===== config.mk =====
export PLATFORM = sky130hd
export DESIGN_NAME = dpc_top
export DESIGN_NICKNAME = d
export VERILOG_FILES = /design/src/rtl/dpc_pkg.sv /design/src/rtl/dpc_collide.sv /design/src/rtl/dpc_mem.sv /design/src/rtl/dpc_pipe.sv /design/src/rtl/dpc_top.sv
export SDC_FILE = /design/constraint.sdc
export NUM_CORES = 2
export LEC_CHECK = 0
export BUFFER_PORTS_ARGS = -buffer_cell sky130_fd_sc_hd__buf_4
export CAP_MARGIN = 10
export CORE_ASPECT_RATIO = 1.75
export CORE_UTILIZATION = 30
export CTS_CLUSTER_SIZE = 10
export DETAILED_ROUTE_END_ITERATION = 16
export SLEW_MARGIN = 10
export SYNTH_ARGS = -nofsm -noshare
export SYNTH_HDL_FRONTEND = slang
export SYNTH_HIERARCHICAL = 1
export SYNTH_SLANG_ARGS = --single-unit

===== constraint.sdc =====
create_clock -name clk -period 2.2 [get_ports clk]
set_input_delay 0.55 -clock clk [delete_from_list [all_inputs] [get_ports clk]]
set_output_delay 0.55 -clock clk [all_outputs]
set_load 0.05 [all_outputs]

===== src/rtl/dpc_pkg.sv =====
package dpc_pkg;

  typedef enum logic [1:0] {
    ACC_IDLE  = 2'd0,
    ACC_READ  = 2'd1,
    ACC_WRITE = 2'd2
  } acc_e;

  function automatic acc_e classify(input logic ce, input logic we);
    if (!ce)
      return ACC_IDLE;
    else if (we)
      return ACC_WRITE;
    else
      return ACC_READ;
  endfunction

  // Returns {flag_for_a, flag_for_b} for one cycle.
  // A port is flagged only when the opposite port is writing the same word.
  function automatic logic [1:0] flag_rule(input acc_e acc_a, input acc_e acc_b,
                                           input logic same_word);
    logic fa;
    logic fb;
    fa = 1'b0;
    fb = 1'b0;
    if (same_word && acc_a != ACC_IDLE && acc_b != ACC_IDLE) begin
      fa = (acc_b == ACC_WRITE);
      fb = (acc_a == ACC_WRITE);
    end
    return {fa, fb};
  endfunction

endpackage


===== src/rtl/dpc_collide.sv =====
module dpc_collide
  import dpc_pkg::*;
#(
  parameter int AW = 6
) (
  input  logic          a_ce,
  input  logic          a_we,
  input  logic [AW-1:0] a_addr,
  input  logic          b_ce,
  input  logic          b_we,
  input  logic [AW-1:0] b_addr,
  output logic          hit,
  output logic          a_raise,
  output logic          b_raise
);

  acc_e       acc_a;
  acc_e       acc_b;
  logic       same_word;
  logic [1:0] raise;

  always_comb begin
    acc_a     = classify(a_ce, a_we);
    acc_b     = classify(b_ce, b_we);
    same_word = (a_addr == b_addr);
    hit       = same_word && (acc_a != ACC_IDLE) && (acc_b != ACC_IDLE);
    raise     = flag_rule(acc_a, acc_b, same_word);
    a_raise   = raise[1];
    b_raise   = raise[0];
  end

endmodule


===== src/rtl/dpc_mem.sv =====
module dpc_mem #(
  parameter int AW = 6,
  parameter int DW = 16
) (
  input  logic          clk,
  input  logic          rst_n,
  input  logic          a_ce,
  input  logic          a_we,
  input  logic [AW-1:0] a_addr,
  input  logic [DW-1:0] a_wdata,
  input  logic          b_ce,
  input  logic          b_we,
  input  logic [AW-1:0] b_addr,
  input  logic [DW-1:0] b_wdata,
  output logic [DW-1:0] a_rd_q,
  output logic [DW-1:0] b_rd_q
);

  localparam int DEPTH = 1 << AW;

  logic [DW-1:0] store [DEPTH];
  logic          a_wr;
  logic          b_wr;

  assign a_wr = a_ce && a_we;
  // Port B loses a same-word double write to port A.
  assign b_wr = b_ce && b_we && !(a_wr && a_addr == b_addr);

  always_ff @(posedge clk) begin
    if (b_wr)
      store[b_addr] <= b_wdata;
    if (a_wr)
      store[a_addr] <= a_wdata;
  end

  // Read-first first stage: captures contents from before this edge's writes.
  always_ff @(posedge clk or negedge rst_n) begin
    if (!rst_n) begin
      a_rd_q <= '0;
      b_rd_q <= '0;
    end else begin
      if (a_ce)
        a_rd_q <= store[a_addr];
      if (b_ce)
        b_rd_q <= store[b_addr];
    end
  end

endmodule


===== src/rtl/dpc_pipe.sv =====
module dpc_pipe #(
  parameter int W      = 1,
  parameter int STAGES = 1
) (
  input  logic         clk,
  input  logic         rst_n,
  input  logic [W-1:0] din,
  output logic [W-1:0] dout
);

  generate
    if (STAGES == 0) begin : g_wire
      assign dout = din;
    end else begin : g_regs
      logic [W-1:0] stage_q [STAGES];
      for (genvar s = 0; s < STAGES; s++) begin : g_stage
        always_ff @(posedge clk or negedge rst_n) begin
          if (!rst_n)
            stage_q[s] <= '0;
          else if (s == 0)
            stage_q[s] <= din;
          else
            stage_q[s] <= stage_q[(s == 0) ? 0 : s-1];
        end
      end
      assign dout = stage_q[STAGES-1];
    end
  endgenerate

endmodule


===== src/rtl/dpc_top.sv =====
module dpc_top #(
  parameter int AW  = 6,
  parameter int DW  = 16,
  parameter int LAT = 2
) (
  input  logic          clk,
  input  logic          rst_n,
  input  logic          a_ce,
  input  logic          a_we,
  input  logic [AW-1:0] a_addr,
  input  logic [DW-1:0] a_wdata,
  output logic [DW-1:0] a_rdata,
  output logic          a_coll,
  input  logic          b_ce,
  input  logic          b_we,
  input  logic [AW-1:0] b_addr,
  input  logic [DW-1:0] b_wdata,
  output logic [DW-1:0] b_rdata,
  output logic          b_coll
);

  // The memory holds the first read stage; the rest is a plain delay line.
  localparam int DATA_STAGES = (LAT > 1) ? LAT - 1 : 0;
  localparam int FLAG_STAGES = (LAT > 1) ? LAT : 1;

  logic          hit;
  logic          a_raise;
  logic          b_raise;
  logic [DW-1:0] a_rd_q;
  logic [DW-1:0] b_rd_q;
  logic [1:0]    flag_out;

  dpc_collide #(.AW(AW)) u_collide (
    .a_ce    (a_ce),
    .a_we    (a_we),
    .a_addr  (a_addr),
    .b_ce    (b_ce),
    .b_we    (b_we),
    .b_addr  (b_addr),
    .hit     (hit),
    .a_raise (a_raise),
    .b_raise (b_raise)
  );

  dpc_mem #(.AW(AW), .DW(DW)) u_mem (
    .clk     (clk),
    .rst_n   (rst_n),
    .a_ce    (a_ce),
    .a_we    (a_we),
    .a_addr  (a_addr),
    .a_wdata (a_wdata),
    .b_ce    (b_ce),
    .b_we    (b_we),
    .b_addr  (b_addr),
    .b_wdata (b_wdata),
    .a_rd_q  (a_rd_q),
    .b_rd_q  (b_rd_q)
  );

  dpc_pipe #(.W(DW), .STAGES(DATA_STAGES)) u_a_data (
    .clk   (clk),
    .rst_n (rst_n),
    .din   (a_rd_q),
    .dout  (a_rdata)
  );

  dpc_pipe #(.W(DW), .STAGES(DATA_STAGES)) u_b_data (
    .clk   (clk),
    .rst_n (rst_n),
    .din   (b_rd_q),
    .dout  (b_rdata)
  );

  dpc_pipe #(.W(2), .STAGES(FLAG_STAGES)) u_flags (
    .clk   (clk),
    .rst_n (rst_n),
    .din   ({a_raise, b_raise}),
    .dout  (flag_out)
  );

  assign a_coll = flag_out[1];
  assign b_coll = flag_out[0];

endmodule


# Word level (Yosys, flattened, before mapping)
# Memory sizes are Yosys's and may differ from the RTL's. A register that Yosys moved wholly into a read port is not among the register bits.
# Index checks and enable logic that the tools add are counted.
# word_totals
out_inout_bits	34
mem_bits_rw	1024
memories	1
ff_bits	36
wordCells	29
inputBits	50
# memory_table
memory	depth	width	read_ports	rd_clocked_by_memory_dff	write_ports	line_no	source
u_mem.store	64	16	2	2	2	dpc_mem.sv:21	logic [DW-1:0] store [DEPTH];
# op_classes
reduce_logical	11
muxes	10
eq_ne	3
# op_table
op	n
2-bit two-way mux	4
6-bit == test	1
1-bit logical AND	6
1-bit two-way mux	6
2-bit == test (second input constant)	2
2-bit nonzero test	2
1-bit zero test	3

# Logic depth before layout (Yosys ltp)
# logic_depth
depth_word	6
mapped_depth	12
ltp_nobuf	6

# Hierarchy
# Netlist, hierarchy kept.
# modules_own_cells
mod	cells_per_inst	area_per_inst_um2	instances	seq_area_each_um2
dpc_mem	4541	62897.8	1	31550.3
dpc_pipe at u_a_data ...	16	400.4	2	400.4
dpc_pipe at u_flags	6	115.1	1	100.1
dpc_collide	12	97.6	1	0.0

# Least setup slack after synthesis
# No wires, ideal clock.
# synth_timing
path_type	input to register
from	input b_addr[0]
to	memory u_mem.store[16][0] (enable)
path_buffers	4
required_time_ns	1.805
setup_slack_ns	-0.945
arrival_ns	2.750
cell_stages	9
setup_ns	0.395
path_cell_list	buf_2 buf_6 buf_6 buf_6 xnor2_1 nand2_1 o311a_1 nand3_1 o22ai_1
# synth_rtl
item	line_no	source
start, declared	dpc_top.sv:16	input logic [AW-1:0] b_addr,
end, declared	dpc_mem.sv:21	

==> run_results.csv <==
group,metric,value,unit
run_status,status,"finished with violations",
run_status,violations,"negative setup slack",
worst_setup_path,criticalPathCategory,"reg2reg",
layout,stdcell_area,83170,sq um
worst_setup_path,worstPathRequired,2.91,ns
min_path,worstHoldPathType,"in2reg",
grt,grt_pass1_vias,51280,
pwr,p_seq_share,43.7,%
sta,setup_violations,45,
grt,antenna_found_initial,33,
grt,gr-usage-met3,7.969,%
grt,busiest_layer,"met2",
drt,avgRoutedWirePerCell,44.04,um
cts,clk_pin_slew,0.06,ns
worst_setup_path,crit_chain,"buf_4 -> mux2_4 -> a221oi_4 -> o22ai_2 -> a22oi_2 -> nand4_1 -> o32a_1",
layout,seqCellArea,32450,sq um
grt,use_met1,35.76,%
cts,cts_sinks,1092,
sta,period_needed,2.430,ns
die,die-width,350.9,um
worst_setup_path,max_stage_delay,0.46,ns
drt,drtIter0Drc,7995,
cts,htreeDepth,4,
placed_design,hpwl,256300,um
cts,clk_path_buf_depth,4,
pwr,ir_drop,0.4551,mV
drt,drt-total-wl,362700,um
layout,drive_above_1_share,56.58,%
die,die_h,612.6,um
cts,cts_inserted_buffers,138,
cts,cts-root-buf,"clkbuf_16",
die,start_util,30.26,%
placed_design,port_buffers,83,
die,rows,223,
sta,holdWs,0.06599,ns
pwr,internal_power,38490,uW
worst_setup_path,cp-startpoint,"u_mem/store[51][0]",
drt,via_per_inst,6.435,
worst_setup_path,r2r-start,"u_mem/store[51][0]",
drt,drc,0,
placed_design,place_area,78010,sq um
sta,rsz0062_at_grt,"yes",
layout,num-nets-final,5416,
layout,area.growth.synth_to_final,30.15,%
drt,ant_nets,0,
die,core,211200,sq um
pwr,switching_share,28.19,%
pwr,leakage,0.02830,uW
sta,hold_violations,0,
worst_setup_path,worst-path-max-fanout,2,
synth,netlist_instances,4590,
run,drv_cap,0,
grt,gr-total-overflow,0,
die,die_area,214900,sq um
worst_setup_path,critPathSlowestCell,"o32a_1",
min_path,worstHoldStart,"b_we",
grt,grt.met2_usage,53.55,%
synth,ys_warn_count,6,
pwr,clkPwrFrac,38.9,%
sta,fin_ws,-0.2300,ns
sta,max_freq,411.5,MHz
sta,min_period_over_period,110.5,%
grt,grt_pass1_wl,476300,um
synth,syn_nets,4640,
worst_setup_path,critPathArrivalTime,3.14,ns
synth,postSynthAreaPerCell,13.92,sq um
pwr,pwr-share-comb,17.5,%
layout,multi_input_area,30200,sq um
worst_setup_path,crit_path_end_kind,"register",
grt,grt_max_degree,65,
cts,insertion_delay,0.83,ns
placed_design,gp_congestion,1.088,
pwr,cellPowerDensity,644.4,nW/um^2
drt,vias,53000,
sta,fin_worst_skew,0.05487,ns
pwr,p_switching,15110,uW
grt,grtUsageTotal,33.16,%
cts,cts_tree,"done",
synth,syn_area,63900,sq um
drt,drt-pass1-iter-count,6,
layout,n_fill_cell,19770,
sta,slew_violations,0,
worst_setup_path,startpoint_type,"register",
die,boundaryPins,84,
sta,worst_pin_slew,1.215,ns
sta,relSlewSlack,19.00,%
-- worst paths after layout --
| kind | slack (ns) | to | cells past startpoint |
|---|---|---|---|
| worst max-delay path | -0.23 | u_mem/a_rd_q[0] | 7 |
| worst min-delay path | 0.07 | u_flags/g_regs.stage_q[3] | 2 |
| worst max register to register | -0.23 | u_mem/a_rd_q[0] | 7 |
| worst min register to register | 0.36 | u_flags/dout[1] | 0 |
| max in group asynchronous | 1.35 | u_mem/b_rd_q[3] | 3 |
| min in group asynchronous | 0.21 | u_mem/a_rd_q[3] | 2 |
-- metrics by stage --
stage	setup TNS (ns)	std cells	total power, uW	setup WS (ns)	util, %
finish	-1.485	8235	53600	-0.2300	39.38
global route	-0.8316	8223	54300	-0.2315	39.36
CTS	-0.7262	8189	53230	-0.2574	39.00
detailed placement	-1516.28	8001	32460	-1.375	36.94
global placement	-1442.00	8001	32380	-1.364	36.93
floorplan	-605.01	4590	27630	-0.4684	-
-- metal layers --
metal | vias to the layer above | wire length [um] | share of wire [%]
met2 | 4336 | 167700 | 46
met5 | - | 165 | 0.045
met1 | 27110 | 116800 | 32
met4 | 16 | 42480 | 12
met3 | 1490 | 35520 | 9.8
li1 | 20050 | - | -
-- sequential cells by signal, summed over array words and instances, names as in the netlist --
signal and cells:
u_mem/b_rd_q 16, u_a_data/dout 16, u_mem/store 1024, u_flags/dout 2, u_b_data/dout 16, u_mem/a_rd_q 16
u_flags/g_regs.stage_q 2
-- critical path, delay by kind of cell (launching register included) --
| kind | cells | cell delay [ns] |
|---|---|---|
| AOI/OAI and AO/OA | 4 | 1.12 |
| DFF | 1 | 0.41 |
| and+or+nand+nor | 1 | 0.39 |
| muxes | 1 | 0.28 |
| buffers and inverters | 1 | 0.16 |
-- area by class of cell --
cell class                      instances  share of cell area [%]
Clock buffer                          169                   4.381
Multi-Input combinational cell       2891                   36.31
Inverter                                8                 0.04212
Sequential cell                      1092                   39.02
Timing Repair Buffer                 1235                   15.82
Antenna cell                           15                 0.04513
Tap cell                             2812                   4.230
Clock inverter                         13                  0.1549
-- cells in the final DEF (no fill, tap or decap), types with 16 or more instances in the layout --
cell type	instances
mux2_2	1161
edfxtp_1	1024
buf_4	909
buf_12	292
mux4_2	201
mux2i_1	179
a221oi_1	176
clkbuf_16	141
a22oi_1	121
nor2_1	101
nand2_1	87
o22ai_1	83
o21ai_0	77
a21oi_1	73
dfrtp_1	68
nor2_2	51
o22ai_2	42
o22ai_4	35
nand3_1	35
a31oi_1	31
clkbuf_1	27
mux2_1	25
a22o_1	24
a221oi_2	23
a221o_1	23
buf_6	21
nor2_4	19
o32a_1	19
and3_1	16
-- repair_timing --
item | in CTS | in global routing
resized for setup | 105 | 106
setup buffers | 9 | 35
setup endpoints to repair | 316 | 202
hold buffers | 1 | 0
pin swaps | 31 | 42
endpoints found under the hold margin | 21 | 0
-- power by group through the flow --
stage | logic, uW | clock network (uW) | registers, uW
final | 9350 | 20800 | 23400
after global routing | 9330 | 21600 | 23400
after CTS | 8790 | 21100 | 23400
after detailed placement | 8650 | 0 | 23800
after global placement | 8570 | 0 | 23800
after floorplan | 3720 | 0 | 23900
(Power assumes the default switching activity.)
